**src/rtl/mbx_pkg.sv**
```systemverilog
package mbx_pkg;

  typedef enum logic [2:0] {
    ST_IDLE,
    ST_WAIT,
    ST_ACCESS,
    ST_CAPTURE,
    ST_LATCH_RD,
    ST_LATCH_CAP,
    ST_DONE
  } eng_state_t;

  localparam logic [7:0] CMD_RD      = 8'h02;
  localparam logic [7:0] CMD_WR      = 8'h03;
  localparam logic [7:0] STAT_OK     = 8'h01;
  localparam logic [7:0] STAT_BADCMD = 8'h80;
  localparam logic [7:0] DOORBELL_GO = 8'h01;

  localparam logic [3:0] OFS_DOORBELL = 4'd0;
  localparam logic [3:0] OFS_STATUS   = 4'd1;
  localparam logic [3:0] OFS_PTR_LO   = 4'd2;
  localparam logic [3:0] OFS_PTR_HI   = 4'd3;
  localparam logic [3:0] OFS_IRQSRC   = 4'd8;

  localparam int MBX_CMD_IDX    = 0;
  localparam int MBX_VAL_IDX    = 4;
  localparam int MBX_ADR_LO_IDX = 6;
  localparam int MBX_ADR_HI_IDX = 7;

endpackage

```
**src/rtl/mbx_vreg_file.sv**
```systemverilog
module mbx_vreg_file #(
  parameter int VREG_AW = 8
) (
  input  logic               clk,
  input  logic               rd_en,
  input  logic               wr_en,
  input  logic [VREG_AW-1:0] addr,
  input  logic [7:0]         wdata,
  output logic [7:0]         rdata
);

  localparam int DEPTH = 1 << VREG_AW;

  logic [7:0] mem [DEPTH];
  logic [7:0] rdata_q;

  // Single port, synchronous read: maps onto one block RAM.
  always_ff @(posedge clk) begin
    if (wr_en) mem[addr] <= wdata;
    if (rd_en) rdata_q <= mem[addr];
  end

  assign rdata = rdata_q;

endmodule

```
**src/rtl/mbx_host_port.sv**
```systemverilog
module mbx_host_port
  import mbx_pkg::*;
#(
  parameter int MBX_AW  = 4,
  parameter int VREG_AW = 8
) (
  input  logic               clk,
  input  logic               rst,
  input  logic               host_wr,
  input  logic [3:0]         host_addr,
  input  logic [7:0]         host_wdata,
  output logic [7:0]         host_rdata,
  output logic               irq,
  output logic               doorbell,
  output logic [7:0]         req_cmd,
  output logic [7:0]         req_val,
  output logic [VREG_AW-1:0] req_addr,
  input  logic               eng_resp_we,
  input  logic [7:0]         eng_resp_data,
  input  logic               eng_done,
  input  logic [7:0]         eng_status
);

  localparam int MBX_BYTES = 1 << MBX_AW;
  localparam int WIN_BYTES = 4;

  logic [7:0]        mbx_q [MBX_BYTES];
  logic [15:0]       ptr_q;
  logic [7:0]        stat_q, isr_q, rdata_q;
  logic [7:0]        stat_nx, isr_nx, rd_mux;
  logic [MBX_AW-1:0] win_idx [WIN_BYTES];
  logic              win_hit [WIN_BYTES];
  logic [7:0]        win_rd  [WIN_BYTES];
  logic              wr_win;
  logic [1:0]        wr_k;

  // Each window byte resolves to pointer + k inside region 1.
  for (genvar k = 0; k < WIN_BYTES; k++) begin : g_win
    logic [15:0] loc;
    assign loc        = ptr_q + 16'(k);
    assign win_hit[k] = loc[15] && (loc[14:MBX_AW] == '0);
    assign win_idx[k] = loc[MBX_AW-1:0];
    assign win_rd[k]  = win_hit[k] ? mbx_q[win_idx[k]] : 8'h00;
  end

  assign wr_win = host_wr && (host_addr[3:2] == 2'b01);
  assign wr_k   = host_addr[1:0];

  // Write-one-to-clear, with a completion taking priority over a clear.
  always_comb begin
    stat_nx = stat_q;
    isr_nx  = isr_q;
    if (host_wr && host_addr == OFS_STATUS) stat_nx = stat_q & ~host_wdata;
    if (host_wr && host_addr == OFS_IRQSRC) isr_nx  = isr_q & ~host_wdata;
    if (eng_done) begin
      stat_nx   = eng_status;
      isr_nx[0] = 1'b1;
    end
  end

  always_comb begin
    case (host_addr)
      OFS_STATUS: rd_mux = stat_q;
      OFS_PTR_LO: rd_mux = ptr_q[7:0];
      OFS_PTR_HI: rd_mux = ptr_q[15:8];
      4'd4:       rd_mux = win_rd[0];
      4'd5:       rd_mux = win_rd[1];
      4'd6:       rd_mux = win_rd[2];
      4'd7:       rd_mux = win_rd[3];
      OFS_IRQSRC: rd_mux = isr_q;
      default:    rd_mux = 8'h00;
    endcase
  end

  always_ff @(posedge clk) begin
    if (rst) begin
      ptr_q   <= '0;
      stat_q  <= '0;
      isr_q   <= '0;
      rdata_q <= '0;
      for (int i = 0; i < MBX_BYTES; i++) mbx_q[i] <= '0;
    end else begin
      stat_q  <= stat_nx;
      isr_q   <= isr_nx;
      rdata_q <= rd_mux;
      if (host_wr && host_addr == OFS_PTR_LO) ptr_q[7:0]  <= host_wdata;
      if (host_wr && host_addr == OFS_PTR_HI) ptr_q[15:8] <= host_wdata;
      if (wr_win && win_hit[wr_k]) mbx_q[win_idx[wr_k]] <= host_wdata;
      if (eng_resp_we) mbx_q[MBX_VAL_IDX] <= eng_resp_data;
    end
  end

  assign host_rdata = rdata_q;
  assign irq        = isr_q[0];
  assign doorbell   = host_wr && (host_addr == OFS_DOORBELL) && (host_wdata == DOORBELL_GO);
  assign req_cmd    = mbx_q[MBX_CMD_IDX];
  assign req_val    = mbx_q[MBX_VAL_IDX];
  assign req_addr   = VREG_AW'({mbx_q[MBX_ADR_HI_IDX], mbx_q[MBX_ADR_LO_IDX]});

endmodule

```
**src/rtl/mbx_engine.sv**
```systemverilog
module mbx_engine
  import mbx_pkg::*;
#(
  parameter int LATENCY    = 32,
  parameter int VREG_AW    = 8,
  parameter int PAIR_BASE  = 64,
  parameter int PAIR_COUNT = 4
) (
  input  logic               clk,
  input  logic               rst,
  input  logic               doorbell,
  input  logic [7:0]         req_cmd,
  input  logic [7:0]         req_val,
  input  logic [VREG_AW-1:0] req_addr,
  output logic               mem_rd,
  output logic               mem_wr,
  output logic [VREG_AW-1:0] mem_addr,
  output logic [7:0]         mem_wdata,
  input  logic [7:0]         mem_rdata,
  output logic               resp_we,
  output logic [7:0]         resp_data,
  output logic               done,
  output logic [7:0]         status,
  output logic               busy
);

  localparam int CNT_W = (LATENCY > 1) ? $clog2(LATENCY) : 1;
  localparam logic [VREG_AW:0] P_LO = (VREG_AW+1)'(PAIR_BASE);
  localparam logic [VREG_AW:0] P_HI = (VREG_AW+1)'(PAIR_BASE + 2 * PAIR_COUNT);

  eng_state_t         state_q;
  logic [CNT_W-1:0]   cnt_q;
  logic [7:0]         cmd_q, val_q, data_q, stat_q, sh_q;
  logic [VREG_AW-1:0] adr_q;
  logic [VREG_AW-2:0] sh_tag_q;
  logic               sh_vld_q, rd_ok_q;
  logic               in_pairs, is_low, is_high, sh_match;

  assign in_pairs = ({1'b0, adr_q} >= P_LO) && ({1'b0, adr_q} < P_HI);
  assign is_low   = in_pairs && !adr_q[0];
  assign is_high  = in_pairs && adr_q[0];
  assign sh_match = sh_vld_q && (sh_tag_q == adr_q[VREG_AW-1:1]);

  always_ff @(posedge clk) begin
    if (rst) begin
      state_q  <= ST_IDLE;
      cnt_q    <= '0;
      cmd_q    <= '0;
      val_q    <= '0;
      adr_q    <= '0;
      data_q   <= '0;
      stat_q   <= '0;
      rd_ok_q  <= 1'b0;
      sh_q     <= '0;
      sh_tag_q <= '0;
      sh_vld_q <= 1'b0;
    end else begin
      case (state_q)
        ST_IDLE: if (doorbell) begin
          cmd_q   <= req_cmd;
          val_q   <= req_val;
          adr_q   <= req_addr;
          cnt_q   <= '0;
          rd_ok_q <= 1'b0;
          state_q <= ST_WAIT;
        end
        ST_WAIT: begin
          if (cnt_q == CNT_W'(LATENCY - 1)) state_q <= ST_ACCESS;
          else cnt_q <= cnt_q + 1'b1;
        end
        ST_ACCESS: begin
          if (cmd_q == CMD_RD) begin
            state_q <= ST_CAPTURE;
          end else begin
            stat_q  <= (cmd_q == CMD_WR) ? STAT_OK : STAT_BADCMD;
            state_q <= ST_DONE;
          end
        end
        ST_CAPTURE: begin
          data_q  <= (is_high && sh_match) ? sh_q : mem_rdata;
          stat_q  <= STAT_OK;
          rd_ok_q <= 1'b1;
          state_q <= is_low ? ST_LATCH_RD : ST_DONE;
        end
        ST_LATCH_RD: state_q <= ST_LATCH_CAP;
        ST_LATCH_CAP: begin
          sh_q     <= mem_rdata;
          sh_tag_q <= adr_q[VREG_AW-1:1];
          sh_vld_q <= 1'b1;
          state_q  <= ST_DONE;
        end
        default: state_q <= ST_IDLE;
      endcase
    end
  end

  // The companion byte is fetched in a second RAM cycle, so one port suffices.
  assign mem_rd    = ((state_q == ST_ACCESS) && (cmd_q == CMD_RD)) || (state_q == ST_LATCH_RD);
  assign mem_wr    = (state_q == ST_ACCESS) && (cmd_q == CMD_WR);
  assign mem_addr  = (state_q == ST_LATCH_RD) ? (adr_q | VREG_AW'(1)) : adr_q;
  assign mem_wdata = val_q;
  assign done      = (state_q == ST_DONE);
  assign resp_we   = done && rd_ok_q;
  assign resp_data = data_q;
  assign status    = stat_q;
  assign busy      = (state_q != ST_IDLE);

endmodule

```
**src/rtl/mbx_vreg_engine.sv**
```systemverilog
module mbx_vreg_engine #(
  parameter int MBX_AW     = 4,
  parameter int VREG_AW    = 8,
  parameter int LATENCY    = 32,
  parameter int PAIR_BASE  = 64,
  parameter int PAIR_COUNT = 4
) (
  input  logic       clk,
  input  logic       rst,
  input  logic       host_wr,
  input  logic [3:0] host_addr,
  input  logic [7:0] host_wdata,
  output logic [7:0] host_rdata,
  output logic       irq
);

  logic               doorbell, eng_done, busy, resp_we, mem_rd, mem_wr;
  logic [7:0]         req_cmd, req_val, resp_data, eng_status, mem_wdata, mem_rdata;
  logic [VREG_AW-1:0] req_addr, mem_addr;

  mbx_host_port #(.MBX_AW(MBX_AW), .VREG_AW(VREG_AW)) u_port (
    .clk(clk), .rst(rst),
    .host_wr(host_wr), .host_addr(host_addr), .host_wdata(host_wdata),
    .host_rdata(host_rdata), .irq(irq),
    .doorbell(doorbell), .req_cmd(req_cmd), .req_val(req_val), .req_addr(req_addr),
    .eng_resp_we(resp_we), .eng_resp_data(resp_data),
    .eng_done(eng_done), .eng_status(eng_status)
  );

  mbx_engine #(
    .LATENCY(LATENCY), .VREG_AW(VREG_AW),
    .PAIR_BASE(PAIR_BASE), .PAIR_COUNT(PAIR_COUNT)
  ) u_eng (
    .clk(clk), .rst(rst),
    .doorbell(doorbell), .req_cmd(req_cmd), .req_val(req_val), .req_addr(req_addr),
    .mem_rd(mem_rd), .mem_wr(mem_wr), .mem_addr(mem_addr),
    .mem_wdata(mem_wdata), .mem_rdata(mem_rdata),
    .resp_we(resp_we), .resp_data(resp_data),
    .done(eng_done), .status(eng_status), .busy(busy)
  );

  mbx_vreg_file #(.VREG_AW(VREG_AW)) u_vreg (
    .clk(clk), .rd_en(mem_rd), .wr_en(mem_wr),
    .addr(mem_addr), .wdata(mem_wdata), .rdata(mem_rdata)
  );

endmodule

```
**config.mk**
```make
export PLATFORM = sky130hd
export DESIGN_NAME = mbx_vreg_engine
export DESIGN_NICKNAME = d
export VERILOG_FILES = /design/src/rtl/mbx_pkg.sv /design/src/rtl/mbx_vreg_file.sv /design/src/rtl/mbx_host_port.sv /design/src/rtl/mbx_engine.sv /design/src/rtl/mbx_vreg_engine.sv
export SDC_FILE = /design/constraint.sdc
export NUM_CORES = 2
export LEC_CHECK = 0
export CAP_MARGIN = 0
export CORE_MARGIN = 2
export CORE_UTILIZATION = 30
export CTS_BUF_LIST = sky130_fd_sc_hd__clkbuf_8 sky130_fd_sc_hd__clkbuf_16
export CTS_CLUSTER_SIZE = 10
export DETAILED_ROUTE_END_ITERATION = 7
export GPL_TIMING_DRIVEN = 0
export PLACE_DENSITY = 0.48
export SLEW_MARGIN = 20
export SYNTH_ARGS = -nofsm -noshare
export SYNTH_HDL_FRONTEND = slang
export SYNTH_SLANG_ARGS = --single-unit
```
**constraint.sdc**
```tcl
create_clock -name clk -period 4.55 [get_ports clk]
set_clock_uncertainty 0.15 [all_clocks]
set_input_delay 0.455 -clock clk [delete_from_list [all_inputs] [get_ports clk]]
set_output_delay 0.455 -clock clk [all_outputs]
set_load 0.02 [all_outputs]
```
==> results.toml <==
[synth]
synth_ff_type = "edfxtp_1"
yosys-top-cells-area = "edfxtp_1, mux4_2, nand2b_1, nand2_1, a211oi_1"
syn-num-nets = 7376
synth_seq_area_share_pct = 67.0
synth.top_cell.area_share_pct = 65.0
postSynthAreaPerCell_um2 = 13.7
synth_edf_count = 2184
syn-cell-area_mm2 = 0.101
yosysTopAreaCell = "edfxtp_1"
yosys_warnings = 0
ys_types = 67
async_flop_share_pct = 0
synthTopCellsByCount = "edfxtp_1, nand2_1, nand2b_1"
ys_seq_elements = 2287
syn_inst = 7355
synthMostInstantiatedCell = "edfxtp_1"

[placement]
dp_slack_ns = -1.44
placed_area_mm2 = 0.109
port_buffers = 14
dpl.hpwl_um = 293000
dp.cells = 11800
place_congestion = 1.01

[timing]
fin_crit_sh_pct = 104
max_slew_margin_pct = 17.7
hold_viol_final = 0
min_period_ns = 4.73
fmax_mhz = 211
maxSlewViolCount = 0
grt_setup_unrepaired = "true"
worst_pin_slew_ns = 1.23
setup_violations = 40
worst_slack_ns = -0.183

[power]
p_total_mw = 43.2
ir_worst_vdd_mv = 0.241
leakagePower_nw = 38.8
p_per_area_mw_per_mm2 = 368

[status]
status = "complete, but fails checks"
violations = "setup timing"

[cts]
cts_buffers = 276
cts_tree = "yes"
clock_path_buffers = 4
cts_root_buffer = "clkbuf_16"
cts_num_sinks = 2287
insertion_delay_ns = 0.94
clk_transition_reported_paths_ns = 0.05
htree_levels = 5

[global_routing]
grt-ovfl-total = 0
antenna_found_initial = 38
grt_max_degree = 65
grt_pass1_wl_um = 547000
grtUsageTotal_pct = 23.1
grt_pass1_vias = 65800

[floorplanning]
ios = 24
coreArea_mm2 = 0.334
die-area_mm2 = 0.341
chipHeight_um = 584
start_util_pct = 30.2
placementRows = 212
chipWidth_um = 584

[flow_run]
cap_violations = 0

[route]
ant_nets = 0
route.detailed.drc = 0
wl_um = 404000
num_vias = 68700
dr.pass1.iters = 7
wl_per_cell_um = 33.0
first_iter_violations = 8939
via_per_inst = 5.62

[setup_path]
cp_max_fo = 10
worst_ep_arrival_time_ns = 5.08
worstPathRequired_ns = 4.90
worstSetupPathType = "reg -> reg"
cp-start-kind = "flip-flop"
critPathCaptureType = "flip-flop"

[cells_and_area]
finalNonFillerCells = 12200
fin_area_mm2 = 0.118
post-route-util_pct = 35.2
nets = 7748
final_layout_size_suffix_gt1_share_pct = 14.9
syn_to_final_growth_pct = 16.5

[hold_path]
min_path_type = "in -> reg"
==> placed cells by master (no fill, tap or decap), types with 46 or more instances in the layout <==
master	n
edfxtp_1	2184
nand2_1	824
nand2b_1	642
clkbuf_1	394
a211oi_1	368
clkbuf_16	280
mux4_2	276
a2bb2oi_1	256
o21ai_0	255
a21oi_1	223
nor2_1	217
nor2b_1	147
and2_1	131
a211o_1	130
nor3_1	130
o22ai_1	129
clkbuf_2	114
nor2_2	101
dfxtp_1	94
nand4_1	86
inv_1	79
o31ai_1	60
buf_2	51
buf_16	46
==> worst max-delay path: stages (launching register included) <==
cell and delay (ns):
dfxtp_1 0.30, buf_2 0.34, buf_4 0.42, buf_4 0.38, clkbuf_1 0.69, nand2b_1 0.19
a2bb2oi_1 0.08, o21ai_0 0.25, a41o_2 0.45, o31ai_1 0.24, o211ai_1 0.44, nand4_1 0.37
==> path summary, 6_finish.rpt <==
| check | slack (ns) | start | cells past startpoint | end |
|---|---|---|---|---|
| setup / recovery | -0.18 | u_eng.adr_q[1] | 11 | u_vreg.rdata[3] |
| hold / removal | 0.08 | rst | 3 | u_eng.cmd_q[1] |
| hold reg to reg | 0.29 | u_port.stat_q[6] | 2 | u_port.stat_q[6] |
| setup reg to reg | -0.18 | u_eng.adr_q[1] | 11 | u_vreg.rdata[3] |
==> state kept, by name, indices dropped and copies added (netlist names), named ones only <==
| register | count |
|---|---|
| u_eng.adr_q | 8 |
| u_eng.cmd_q | 8 |
| u_eng.cnt_q | 5 |
| u_eng.mem_wdata | 8 |
| u_eng.rd_ok_q | 1 |
| u_eng.resp_data | 8 |
| u_eng.sh_q | 8 |
| u_eng.sh_tag_q | 7 |
| u_eng.sh_vld_q | 1 |
| u_eng.state_q | 3 |
| u_eng.status | 2 |
| u_port.host_rdata | 8 |
| u_port.isr_q | 8 |
| u_port.mbx_q | 128 |
| u_port.ptr_q | 16 |
| u_port.stat_q | 8 |
| u_vreg.mem | 2048 |
| u_vreg.rdata | 8 |
==> metrics by stage <==
step                hold WS, ns  setup TNS, ns
global placement          0.270              -
detailed placement        0.274       -1258.99
floorplan                 0.260              0
CTS                      0.0294         -17.59
finish                   0.0792          -4.09
global route             0.0873          -3.11
==> routing by layer <==
metal,global-route usage (%),part of all wire (%),up-vias
li1,-,-,28900
met1,31.0,41,35700
met2,36.4,45,3479
met3,4.69,8.8,674
met4,9.71,4.8,14
met5,0,0.024,-
==> what timing repair did <==
action / 4_1_cts / 5_1_grt
setup endpoints to repair: 2068 / 891
hold buffers: 1 / 0
hold endpoints to repair: 6 / 0
pin swaps: 5 / 9
setup buffers: 6 / 2
resized for setup: 339 / 100
==> cell type report <==
type | instances | area, µm²
buffer | 642 | 2910
antenna | 17 | 42.5
timing repair buffer | 100 | 1940
clock inverter | 95 | 754
multi-input combinational | 4394 | 31600
clock buffer | 282 | 7030
fill | 32000 | 217000
inverter | 26 | 97.6
tap | 4387 | 5490
sequential | 2287 | 67700
==> logic make-up (layout without fill, tap and decap cells) <==
logic type | count (synthesis) | in the layout | synth area share (%)
xor gates and xnor gates | 29 | 29 | 0.252
adders and majority gates | 6 | 6 | 0.0744
other | 0 | 17 | 0
and+or+nand+nor | 2387 | 2387 | 11.8
AOI/OAI and AO/OA | 1647 | 1647 | 11.5
DFF | 2287 | 2287 | 67.0
muxes | 325 | 325 | 6.66
buffers and inverters | 674 | 1145 | 2.60
==> power breakdown <==
| part | internal [mW] | switching, mW |
|---|---|---|
| Sequential | 22.8 | 0.0774 |
| Clock | 11.1 | 8.73 |
| Combinational | 0.175 | 0.331 |
| Total | 34.1 | 9.14 |
Power figures use the tool's default switching activity.
